`src/rtl/icp_pkg.sv`:
```
package icp_pkg;
    localparam int REG_W    = 32;
    localparam int ADDR_W   = 8;
    localparam int ID_W     = 10;
    localparam int PRI_W    = 5;
    localparam int SGI_IDS  = 16;
    localparam int FIXED_IDS = 32;
    localparam logic [ID_W-1:0] SPURIOUS_ID = 10'd1023;

    localparam logic [ADDR_W-1:0] A_DCTL  = 8'h00;
    localparam logic [ADDR_W-1:0] A_PMASK = 8'h01;
    localparam logic [ADDR_W-1:0] A_CCTL  = 8'h02;
    localparam logic [ADDR_W-1:0] A_ACK   = 8'h03;
    localparam logic [ADDR_W-1:0] A_EOI   = 8'h04;
    localparam logic [ADDR_W-1:0] A_ENSET = 8'h08;
    localparam logic [ADDR_W-1:0] A_ENCLR = 8'h10;
    localparam logic [ADDR_W-1:0] A_CFG   = 8'h18;
    localparam logic [ADDR_W-1:0] A_PRI   = 8'h20;
    localparam logic [ADDR_W-1:0] A_TGT   = 8'h40;

    function automatic logic in_win(input logic [ADDR_W-1:0] a,
                                    input logic [ADDR_W-1:0] base, input int n);
        return (a >= base) && (int'(a) < int'(base) + n);
    endfunction
endpackage

```
`src/rtl/icp_select.sv`:
```
module icp_select #(
    parameter int N  = 64,
    parameter int PW = 5,
    parameter int IW = 6
) (
    input  logic [N-1:0]         req_i,
    input  logic [N-1:0][PW-1:0] pri_i,
    output logic                 found_o,
    output logic [IW-1:0]        id_o,
    output logic [PW-1:0]        pri_o
);
    always_comb begin
        found_o = 1'b0;
        id_o    = '0;
        pri_o   = '1;
        for (int i = 0; i < N; i++) begin
            // strict compare keeps the lowest index on a tie
            if (req_i[i] && (!found_o || (pri_i[i] < pri_o))) begin
                found_o = 1'b1;
                id_o    = IW'(i);
                pri_o   = pri_i[i];
            end
        end
    end
endmodule

```
`src/rtl/icp_ctrl.sv`:
```
module icp_ctrl
    import icp_pkg::*;
#(
    parameter int NSRC = 64
) (
    input  logic              clk_i,
    input  logic              rst_ni,
    input  logic [NSRC-1:0]   src_i,
    input  logic              bus_wr_i,
    input  logic              bus_rd_i,
    input  logic [7:0]        bus_addr_i,
    input  logic [31:0]       bus_wdata_i,
    output logic [31:0]       bus_rdata_o,
    output logic              irq_o
);
    localparam int IW   = $clog2(NSRC);
    localparam int NW32 = NSRC / 32;
    localparam int NW16 = NSRC / 16;
    localparam int NW4  = NSRC / 4;

    typedef struct packed {
        logic                        dist_en;
        logic                        cpu_en;
        logic [PRI_W-1:0]            mask;
        logic [NSRC-1:0]             en;
        logic [NSRC-1:0]             epend;
        logic [NSRC-1:0]             act;
        logic [NSRC-1:0]             prev;
        logic [NSRC-1:0]             edge_cfg;
        logic [NSRC-1:0][PRI_W-1:0]  pri;
        logic [NSRC-1:0][7:0]        tgt;
        logic [REG_W-1:0]            rdata;
    } state_t;

    function automatic state_t reset_state();
        state_t r;
        r = '0;
        for (int i = 0; i < SGI_IDS; i++) r.edge_cfg[i] = 1'b1;
        return r;
    endfunction

    state_t s_q, s_d;

    logic [NSRC-1:0] pend, elig;
    logic            win_found, run_found, fire;
    logic [IW-1:0]   win_id, run_id;
    logic [PRI_W-1:0] win_pri, run_pri;
    logic            ack_rd, eoi_wr;
    logic [ADDR_W-1:0] w;
    logic [REG_W-1:0] rd_val;
    logic [IW-1:0]   idx;

    always_comb begin
        for (int i = 0; i < NSRC; i++) begin
            pend[i] = s_q.edge_cfg[i] ? s_q.epend[i] : (src_i[i] & ~s_q.act[i]);
            elig[i] = pend[i] & s_q.en[i] & (s_q.pri[i] < s_q.mask);
        end
    end

    icp_select #(.N(NSRC), .PW(PRI_W), .IW(IW)) u_win (
        .req_i(elig), .pri_i(s_q.pri), .found_o(win_found), .id_o(win_id), .pri_o(win_pri));

    icp_select #(.N(NSRC), .PW(PRI_W), .IW(IW)) u_run (
        .req_i(s_q.act), .pri_i(s_q.pri), .found_o(run_found), .id_o(run_id), .pri_o(run_pri));

    assign fire   = s_q.dist_en & s_q.cpu_en & win_found & (!run_found || (win_pri < run_pri));
    assign irq_o  = fire;
    assign ack_rd = bus_rd_i && (bus_addr_i == A_ACK);
    assign eoi_wr = bus_wr_i && (bus_addr_i == A_EOI);
    assign bus_rdata_o = s_q.rdata;

    // register read mux
    always_comb begin
        rd_val = '0;
        w      = '0;
        idx    = '0;
        if (bus_addr_i == A_DCTL) rd_val[0] = s_q.dist_en;
        else if (bus_addr_i == A_PMASK) rd_val[7:3] = s_q.mask;
        else if (bus_addr_i == A_CCTL) rd_val[0] = s_q.cpu_en;
        else if (in_win(bus_addr_i, A_ENSET, NW32) || in_win(bus_addr_i, A_ENCLR, NW32)) begin
            w = (bus_addr_i >= A_ENCLR) ? bus_addr_i - A_ENCLR : bus_addr_i - A_ENSET;
            for (int b = 0; b < 32; b++) begin
                idx = IW'(int'(w) * 32 + b);
                rd_val[b] = s_q.en[idx];
            end
        end else if (in_win(bus_addr_i, A_CFG, NW16)) begin
            w = bus_addr_i - A_CFG;
            for (int b = 0; b < 16; b++) begin
                idx = IW'(int'(w) * 16 + b);
                if (int'(idx) < SGI_IDS)        rd_val[2*b +: 2] = 2'b10;
                else if (int'(idx) < FIXED_IDS) rd_val[2*b +: 2] = 2'b01;
                else                            rd_val[2*b +: 2] = {s_q.edge_cfg[idx], 1'b1};
            end
        end else if (in_win(bus_addr_i, A_PRI, NW4)) begin
            w = bus_addr_i - A_PRI;
            for (int b = 0; b < 4; b++) begin
                idx = IW'(int'(w) * 4 + b);
                rd_val[8*b+3 +: 5] = s_q.pri[idx];
            end
        end else if (in_win(bus_addr_i, A_TGT, NW4)) begin
            w = bus_addr_i - A_TGT;
            for (int b = 0; b < 4; b++) begin
                idx = IW'(int'(w) * 4 + b);
                rd_val[8*b +: 8] = s_q.tgt[idx];
            end
        end
    end

    // next-state logic
    always_comb begin
        logic [NSRC-1:0]  ack_clr;
        logic [ADDR_W-1:0] wo;
        logic [IW-1:0]    id;
        s_d     = s_q;
        ack_clr = '0;
        wo      = '0;
        id      = '0;
        s_d.prev = src_i;
        if (ack_rd) begin
            s_d.rdata = fire ? REG_W'(win_id) : REG_W'(SPURIOUS_ID);
            if (fire) begin
                s_d.act[win_id] = 1'b1;
                ack_clr[win_id] = 1'b1;
            end
        end else if (bus_rd_i) begin
            s_d.rdata = rd_val;
        end
        s_d.epend = (s_q.epend & ~ack_clr) | (src_i & ~s_q.prev & s_q.edge_cfg);
        if (bus_wr_i) begin
            if (bus_addr_i == A_DCTL) s_d.dist_en = bus_wdata_i[0];
            else if (bus_addr_i == A_PMASK) s_d.mask = bus_wdata_i[7:3];
            else if (bus_addr_i == A_CCTL) s_d.cpu_en = bus_wdata_i[0];
            else if (eoi_wr) begin
                if (int'(bus_wdata_i[ID_W-1:0]) < NSRC) s_d.act[bus_wdata_i[IW-1:0]] = 1'b0;
            end else if (in_win(bus_addr_i, A_ENSET, NW32)) begin
                wo = bus_addr_i - A_ENSET;
                for (int b = 0; b < 32; b++) begin
                    id = IW'(int'(wo) * 32 + b);
                    if (bus_wdata_i[b]) s_d.en[id] = 1'b1;
                end
            end else if (in_win(bus_addr_i, A_ENCLR, NW32)) begin
                wo = bus_addr_i - A_ENCLR;
                for (int b = 0; b < 32; b++) begin
                    id = IW'(int'(wo) * 32 + b);
                    if (bus_wdata_i[b]) s_d.en[id] = 1'b0;
                end
            end else if (in_win(bus_addr_i, A_CFG, NW16)) begin
                wo = bus_addr_i - A_CFG;
                for (int b = 0; b < 16; b++) begin
                    id = IW'(int'(wo) * 16 + b);
                    if (int'(id) >= FIXED_IDS) s_d.edge_cfg[id] = bus_wdata_i[2*b+1];
                end
            end else if (in_win(bus_addr_i, A_PRI, NW4)) begin
                wo = bus_addr_i - A_PRI;
                for (int b = 0; b < 4; b++) begin
                    id = IW'(int'(wo) * 4 + b);
                    s_d.pri[id] = bus_wdata_i[8*b+3 +: 5];
                end
            end else if (in_win(bus_addr_i, A_TGT, NW4)) begin
                wo = bus_addr_i - A_TGT;
                for (int b = 0; b < 4; b++) begin
                    id = IW'(int'(wo) * 4 + b);
                    if (int'(id) >= FIXED_IDS) s_d.tgt[id] = bus_wdata_i[8*b +: 8];
                end
            end
        end
    end

    always_ff @(posedge clk_i) begin
        if (!rst_ni) s_q <= reset_state();
        else         s_q <= s_d;
    end


    mask_gate_chk: assert property (@(posedge clk_i) disable iff (!rst_ni)
        irq_o |-> (win_pri < s_q.mask));


    preempt_only_chk: assert property (@(posedge clk_i) disable iff (!rst_ni)
        (irq_o && run_found) |-> (win_pri < run_pri));


    ack_activates_chk: assert property (@(posedge clk_i) disable iff (!rst_ni)
        (ack_rd && fire && !bus_wr_i) |=> s_q.act[$past(win_id)]);


    spurious_id_chk: assert property (@(posedge clk_i) disable iff (!rst_ni)
        (ack_rd && !fire) |=> (bus_rdata_o == REG_W'(SPURIOUS_ID)));


    gate_enable_chk: assert property (@(posedge clk_i) disable iff (!rst_ni)
        (!s_q.dist_en || !s_q.cpu_en) |-> !irq_o);


    run_level_chk: assert property (@(posedge clk_i) disable iff (!rst_ni)
        run_found |-> s_q.act[run_id]);
endmodule

```
`config.mk`:
```
export PLATFORM = sky130hd
export DESIGN_NAME = icp_ctrl
export DESIGN_NICKNAME = d
export VERILOG_FILES = /design/src/rtl/icp_pkg.sv /design/src/rtl/icp_select.sv /design/src/rtl/icp_ctrl.sv
export SDC_FILE = /design/constraint.sdc
export NUM_CORES = 2
export LEC_CHECK = 0
export BUFFER_PORTS_ARGS = -buffer_cell sky130_fd_sc_hd__clkbuf_2
export CAP_MARGIN = 30
export CORE_MARGIN = 2
export CORE_UTILIZATION = 35
export CTS_BUF_LIST = sky130_fd_sc_hd__clkbuf_4 sky130_fd_sc_hd__clkbuf_8
export CTS_CLUSTER_DIAMETER = 120
export DETAILED_ROUTE_END_ITERATION = 8
export PLACE_DENSITY = 0.48
export SKIP_LAST_GASP = 1
export SLEW_MARGIN = 10
export SYNTH_ARGS = -nofsm -noshare
export SYNTH_HDL_FRONTEND = slang
export SYNTH_SLANG_ARGS = --single-unit
```
`constraint.sdc`:
```
create_clock -name clk_i -period 180.1 [get_ports clk_i]
set_input_delay 18.01 -clock clk_i [delete_from_list [all_inputs] [get_ports clk_i]]
set_output_delay 18.01 -clock clk_i [all_outputs]
set_load 0.005 [all_outputs]
```
Word-level counts from Yosys, hierarchy flattened
Cells that the tools add are included.
- register bits after elaboration: 1191
- latch bits: 0
- memory bits (writable): 0
- ROM bits: 0
- word-level logic and storage cells: 2994
- memories kept: 0
- add/sub/neg operators: 119
- multipliers: 0
- div/mod/pow operators: 0
- $lt $le $gt $ge: 466
- eq/ne operators: 4
- shift-type cells: 0
- mux-type cells: 1408
- bitwise gates (word level): 372
- reduce and logical (&&, ||, !) cells: 488
- operator list (operator ; count):
    $mux 64 ; 615
    $mux 512 ; 34
    $and 64x64->64 ; 36
    $not 64->64 ; 34
    $or 64x64->64 ; 33
    $bwmux 512 ; 4
    $bwmux 320 ; 4
    $bwmux 64 ; 16
    $lt 5x5->1 ; 191
    $lt 6x7->1 const B ; 122
    $mux 5 ; 157
    $ge 6x1->1 const B ; 90
    $demux 1 s6 ; 79
    $mux 32 ; 11
    $mux 1 ; 327
    $add 6x5->6 const B ; 48
    $bmux 1 s6 ; 46
    $logic_and 1x1->1 ; 223
    $and 1x1->1 ; 195
    $add 6x4->6 const B ; 32
    $mux 6 ; 32
    $bmux 8 s6 ; 3
    $demux 8 s6 ; 3
    $logic_or 1x1->1 ; 128
    other kinds (50) ; 394

Longest topological paths before layout
- depth in word-level cells: 289
- gate-level depth with buffers: 587
- depth with buffers taken out: 557

Hierarchy
Synthesis repeated with hierarchy kept, for this count alone.
- cells, all modules: 11159
- area total of the unflattened synthesis: 92083.3 µm²
- by module, submodules not included (module ; instances ; cells an instance ; area an instance (µm²) ; sequential area each (µm²)):
    icp_ctrl ; 1 ; 5901 ; 56361.6 ; 23842.9
    icp_select ; 2 ; 2629 ; 17860.9 ; 0.0

Worst setup path before layout
Ideal clock, no wire load.
- path kind: input port to output port
- start: input src_i[0]
- end: output irq_o
- arrival: 114.728 ns
- data required time: 162.090 ns
- setup slack: 47.362 ns
- stages: 543
- path buffers: 32
- path through: nand2b_1 > o21ai_1 > o2111ai_1 > buf_2 > nor2_1 > ha_1 > o311a_1 > o311ai_2 > a31oi_1 > nor2_1 > nor3_1 > a21oi_1 > inv_1 > ha_1 > nand2_1 > o31ai_2 > nor2_1 > o21ai_0 > (+507 left out) > or2_2 > o41ai_1 > o31ai_1 > buf_2 > buf_6 > buf_4 > nor2_1 > a21oi_1 > ha_1 > a21o_1 > a21o_1 > a21oi_1 > nand3_1 > a31oi_1 > nand2_1 > o21a_1 > o21a_1 > nor2_1
- word-level cells in the longest chain between the ends: 260
- ends and longest elaborated chain (what ; RTL line ; text):
    start: declaration ; icp_ctrl.sv:8 ; input logic [NSRC-1:0] src_i,
    $and 1x1->1 * ; icp_ctrl.sv:55 ; pend[i] = s_q.edge_cfg[i] ? s_q.epend[i] : (src_i[i] & ~s_q.act[i]);
    $mux 1 * ; icp_ctrl.sv:55 ;
    $and 1x1->1 * (2 in series) ; icp_ctrl.sv:56 ; elig[i] = pend[i] & s_q.en[i] & (s_q.pri[i] < s_q.mask);
    $mux 5 / $mux 1 (equally long branches) ; icp_select.sv:18 ; if (req_i[i] && (!found_o || (pri_i[i] < pri_o))) begin
    $lt 5x5->1 / $logic_not 1->1 (equally long branches) ; icp_select.sv:18 ;
    $logic_or 1x1->1 ; icp_select.sv:18 ;
    $logic_and 1x1->1 ; icp_select.sv:18 ;
    $mux 5 / $mux 1 (equally long branches) ; icp_select.sv:18 ;
    (+243 left out) ; -- ;
    $mux 5 / $mux 1 (equally long branches) ; icp_select.sv:18 ;
    $lt 5x5->1 / $logic_not 1->1 (equally long branches) ; icp_select.sv:18 ;
    $logic_or 1x1->1 ; icp_select.sv:18 ;
    $logic_and 1x1->1 ; icp_select.sv:18 ;
    $mux 5 ; icp_select.sv:18 ;
    $lt 5x5->1 ; icp_ctrl.sv:66 ; assign fire = s_q.dist_en & s_q.cpu_en & win_found & (!run_found || (win_pri < run_pri));
    $logic_or 1x1->1 ; icp_ctrl.sv:66 ;
    $and 1x1->1 * ; icp_ctrl.sv:66 ;
    end: declaration ; icp_ctrl.sv:14 ; output logic irq_o
Mark *: on every way between the ends. The rest lies on a longest branch, timed or not.

Worst setup path in the final report
Ends and elaborated chain as after synthesis.

==> metrics.txt <==
status finished clean; Pwr Density 6.205 nW/µm²; Final period util 83.30%; FF-to-FF Start s_q[1185]$_SDFFE_PN0P_; Rows 181; HP Class register to register; grt total ovfl 0; FF+latch area 23,850 µm²; postcts setup bufs 0; setup TNS 0 ps; initial antenna violation count 40; post-synth net total 11,200; Final Util 38.57%; syn avg cell area 8.163 µm²; dpl cell area 88,730 µm²; DRT Pass-1 Iters 6; DR WL/cell 28.11 µm; FF-to-FF path depth 520; Max Freq 0.006666 GHz; design area 93,650 µm²; total CTS buffers 209; clock network power share 48.7%; final non-filler cell total 13,730; Multi-input gate area 57,020 µm²; # setup viols final 0; Min-Delay Path Depth 1; post-cts gate resize count 0; # DRC 0; drt total wl 385.9 mm; Clock transition at path regs 70 ps; PortBufs 140; ratio of cells with drive above 1 in the final layout 12.50%; flop-to-flop setup slack 63,430 ps; Max Buffers Root-to-Sink 3; die height 497.6 µm; Crit Path Max Fanout 29; Crit path largest cell delay 730 ps; Worst Path Required 162,090 ps; cell-internal power 0.4310 mW; fill count 24,770; element type at the critical path end primary output; Slew headroom 25.29%; initial core utilization 35.12%; number of global-route vias before repair 75,940; via density per instance 5.872; die footprint 247,600 µm²; cell area after synthesis 85,260 µm²; die width 497.6 µm; Seq cells post-synth 1,191; GR Util All Layers 30.02%; DRT iter0 DRCs 8,228; clock root cell clkbuf_8; RSZ-0062 raised after global routing false; Ports 141; sequential share of the synthesized area 27.96%; Layout Skew 92.11 ps; Synth warnings 0; crit start category input pin; HP Start s_q[964]$_SDFF_PN0_; FFs w/ async S/R, synth 0%; Synth Instances 10,450; Lkg Pwr 38.03 nW; CP arrival 132,010 ps; Core Footprint 242,800 µm²; NetSw 0.1500 mW; Slew @ Worst Pin 1118 ps; switch share 25.81%; worst vdd ir 0.000005432 V; DR vias 80,620; Tmin final 150,020 ps; Setup Crit Path Kind input pin to primary output; largest net degree at the start of global routing 163; Slew Viols, Final 0; Placed Cells 13,330; crit-path most repeated cell ha_1; gpl congestion 0.9764; reg2reg end s_q[1016]$_SDFF_PN0_; Post-synth EDFFs 0; Post-CTS Hold Fix Bufs 0; Detail Route Antenna Nets 0; Distinct cells, synth 157; Sequential Power Share 45.8%; post-DP HPWL 279.0 mm; first-pass GRT wire length 550.7 mm; CTS tree done; Combinational Power Share 5.5%; H-Tree Depth 4; Hold Path Sink s_q[1092]$_SDFF_PN0_; fin nets 11,100; area grow syn2layout 9.835%; clk sinks 1,191; Skew-Pair Late Insertion Delay 1020 ps; Final Hold Fails 0; Post-synth top flop dfxtp_1; Worst path slowest cell a211oi_2; max-cap violations 0
logic make-up after synthesis:
group	Yosys count	synth area share, %
adder cells (fa/ha/maj)	667	9.723
multiplexers	567	10.68
AND/OR/NAND/NOR	4050	22.53
buffers and inverters	1110	5.344
flip-flops	1191	27.96
AO/OA/AOI/OAI	2833	23.46
XOR/XNOR	27	0.2950
state kept, by name (all words and copies together) (netlist names), named ones only:
name,cells
s_q,1095
bus_rdata_o,32
placed cells by master, fill, tap and decap left out, types with 259 or more instances in the layout:
cell,n
nand2_1,2031
ha_1,644
and2_1,375
clkbuf_8,263
dfxtp_1,1190
mux4_2,259
nor2_1,498
a21oi_1,490
a21boi_0,696
o21ai_0,427
inv_1,482
worst max-delay path, delay by kind of cell:
family          cells  cell delay, ps
compound gates    230           54770
fa+ha+maj          66           19100
buf+inv            33            3430
mux                21            5660
simple gates      166           30860
Yosys cell counts (all sizes together) (176+ instances only):
cell type	count	area [µm²]
nand2	2034	7647
dfxtp	1191	23840
a21boi	719	5431
ha	644	8058
o21ai	553	2809
nor2	516	1968
a21oi	503	2570
inv	486	1824
clkbuf	445	1674
and2	376	2352
mux4	259	5833
mux2i	182	1833
nand3	182	910.9
buf	176	1032
how the worst max path moves through the flow:
stage / endpoint / startpoint / slack [ps] / cells past startpoint
finish: irq_o / src_i[0] / 30080 / 516
global route: irq_o / src_i[0] / 19690 / 520
CTS: irq_o / src_i[0] / 31410 / 515
detailed placement: irq_o / src_i[0] / 31990 / 514
global placement: irq_o / src_i[0] / 34460 / 511
floorplan: irq_o / src_i[0] / 47360 / 543
per-layer routing:
layer	global-route usage, %	wire, µm	up-vias
li1	-	-	37190
met1	40.00	167000	39440
met2	46.79	170200	3277
met3	5.665	29490	688
met4	13.84	19010	28
met5	0.05788	169	-
area by class of cell:
| type | count | share of cell area, % |
|---|---|---|
| repair buffers | 312 | 2.350 |
| clock inverters | 48 | 0.6413 |
| inverters | 488 | 1.961 |
| clock buffers | 325 | 4.362 |
| diodes | 19 | 0.05077 |
| flip-flops and latches | 1191 | 25.46 |
| well taps | 3202 | 4.278 |
| multi-input cells | 8144 | 60.89 |
stage by stage:
stage	hold WS [ps]	setup WS [ps]	total power, mW
finish	438.9	30080	0.5811
floorplan	409.7	47360	0.2880
CTS	436.4	31410	0.5851
global route	442.6	19690	0.5989
detailed placement	423.1	31990	0.3029
global placement	412.9	34460	0.3026
power by group through the flow:
stage	combinational [mW]	clock [mW]	sequential, mW
global route	0.0326	0.300	0.266
CTS	0.0311	0.288	0.266
global placement	0.0308	0	0.272
floorplan	0.0167	0	0.271
finish	0.0320	0.283	0.266
detailed placement	0.0310	0	0.272
Note: power is estimated with default switching activity, not from simulation.
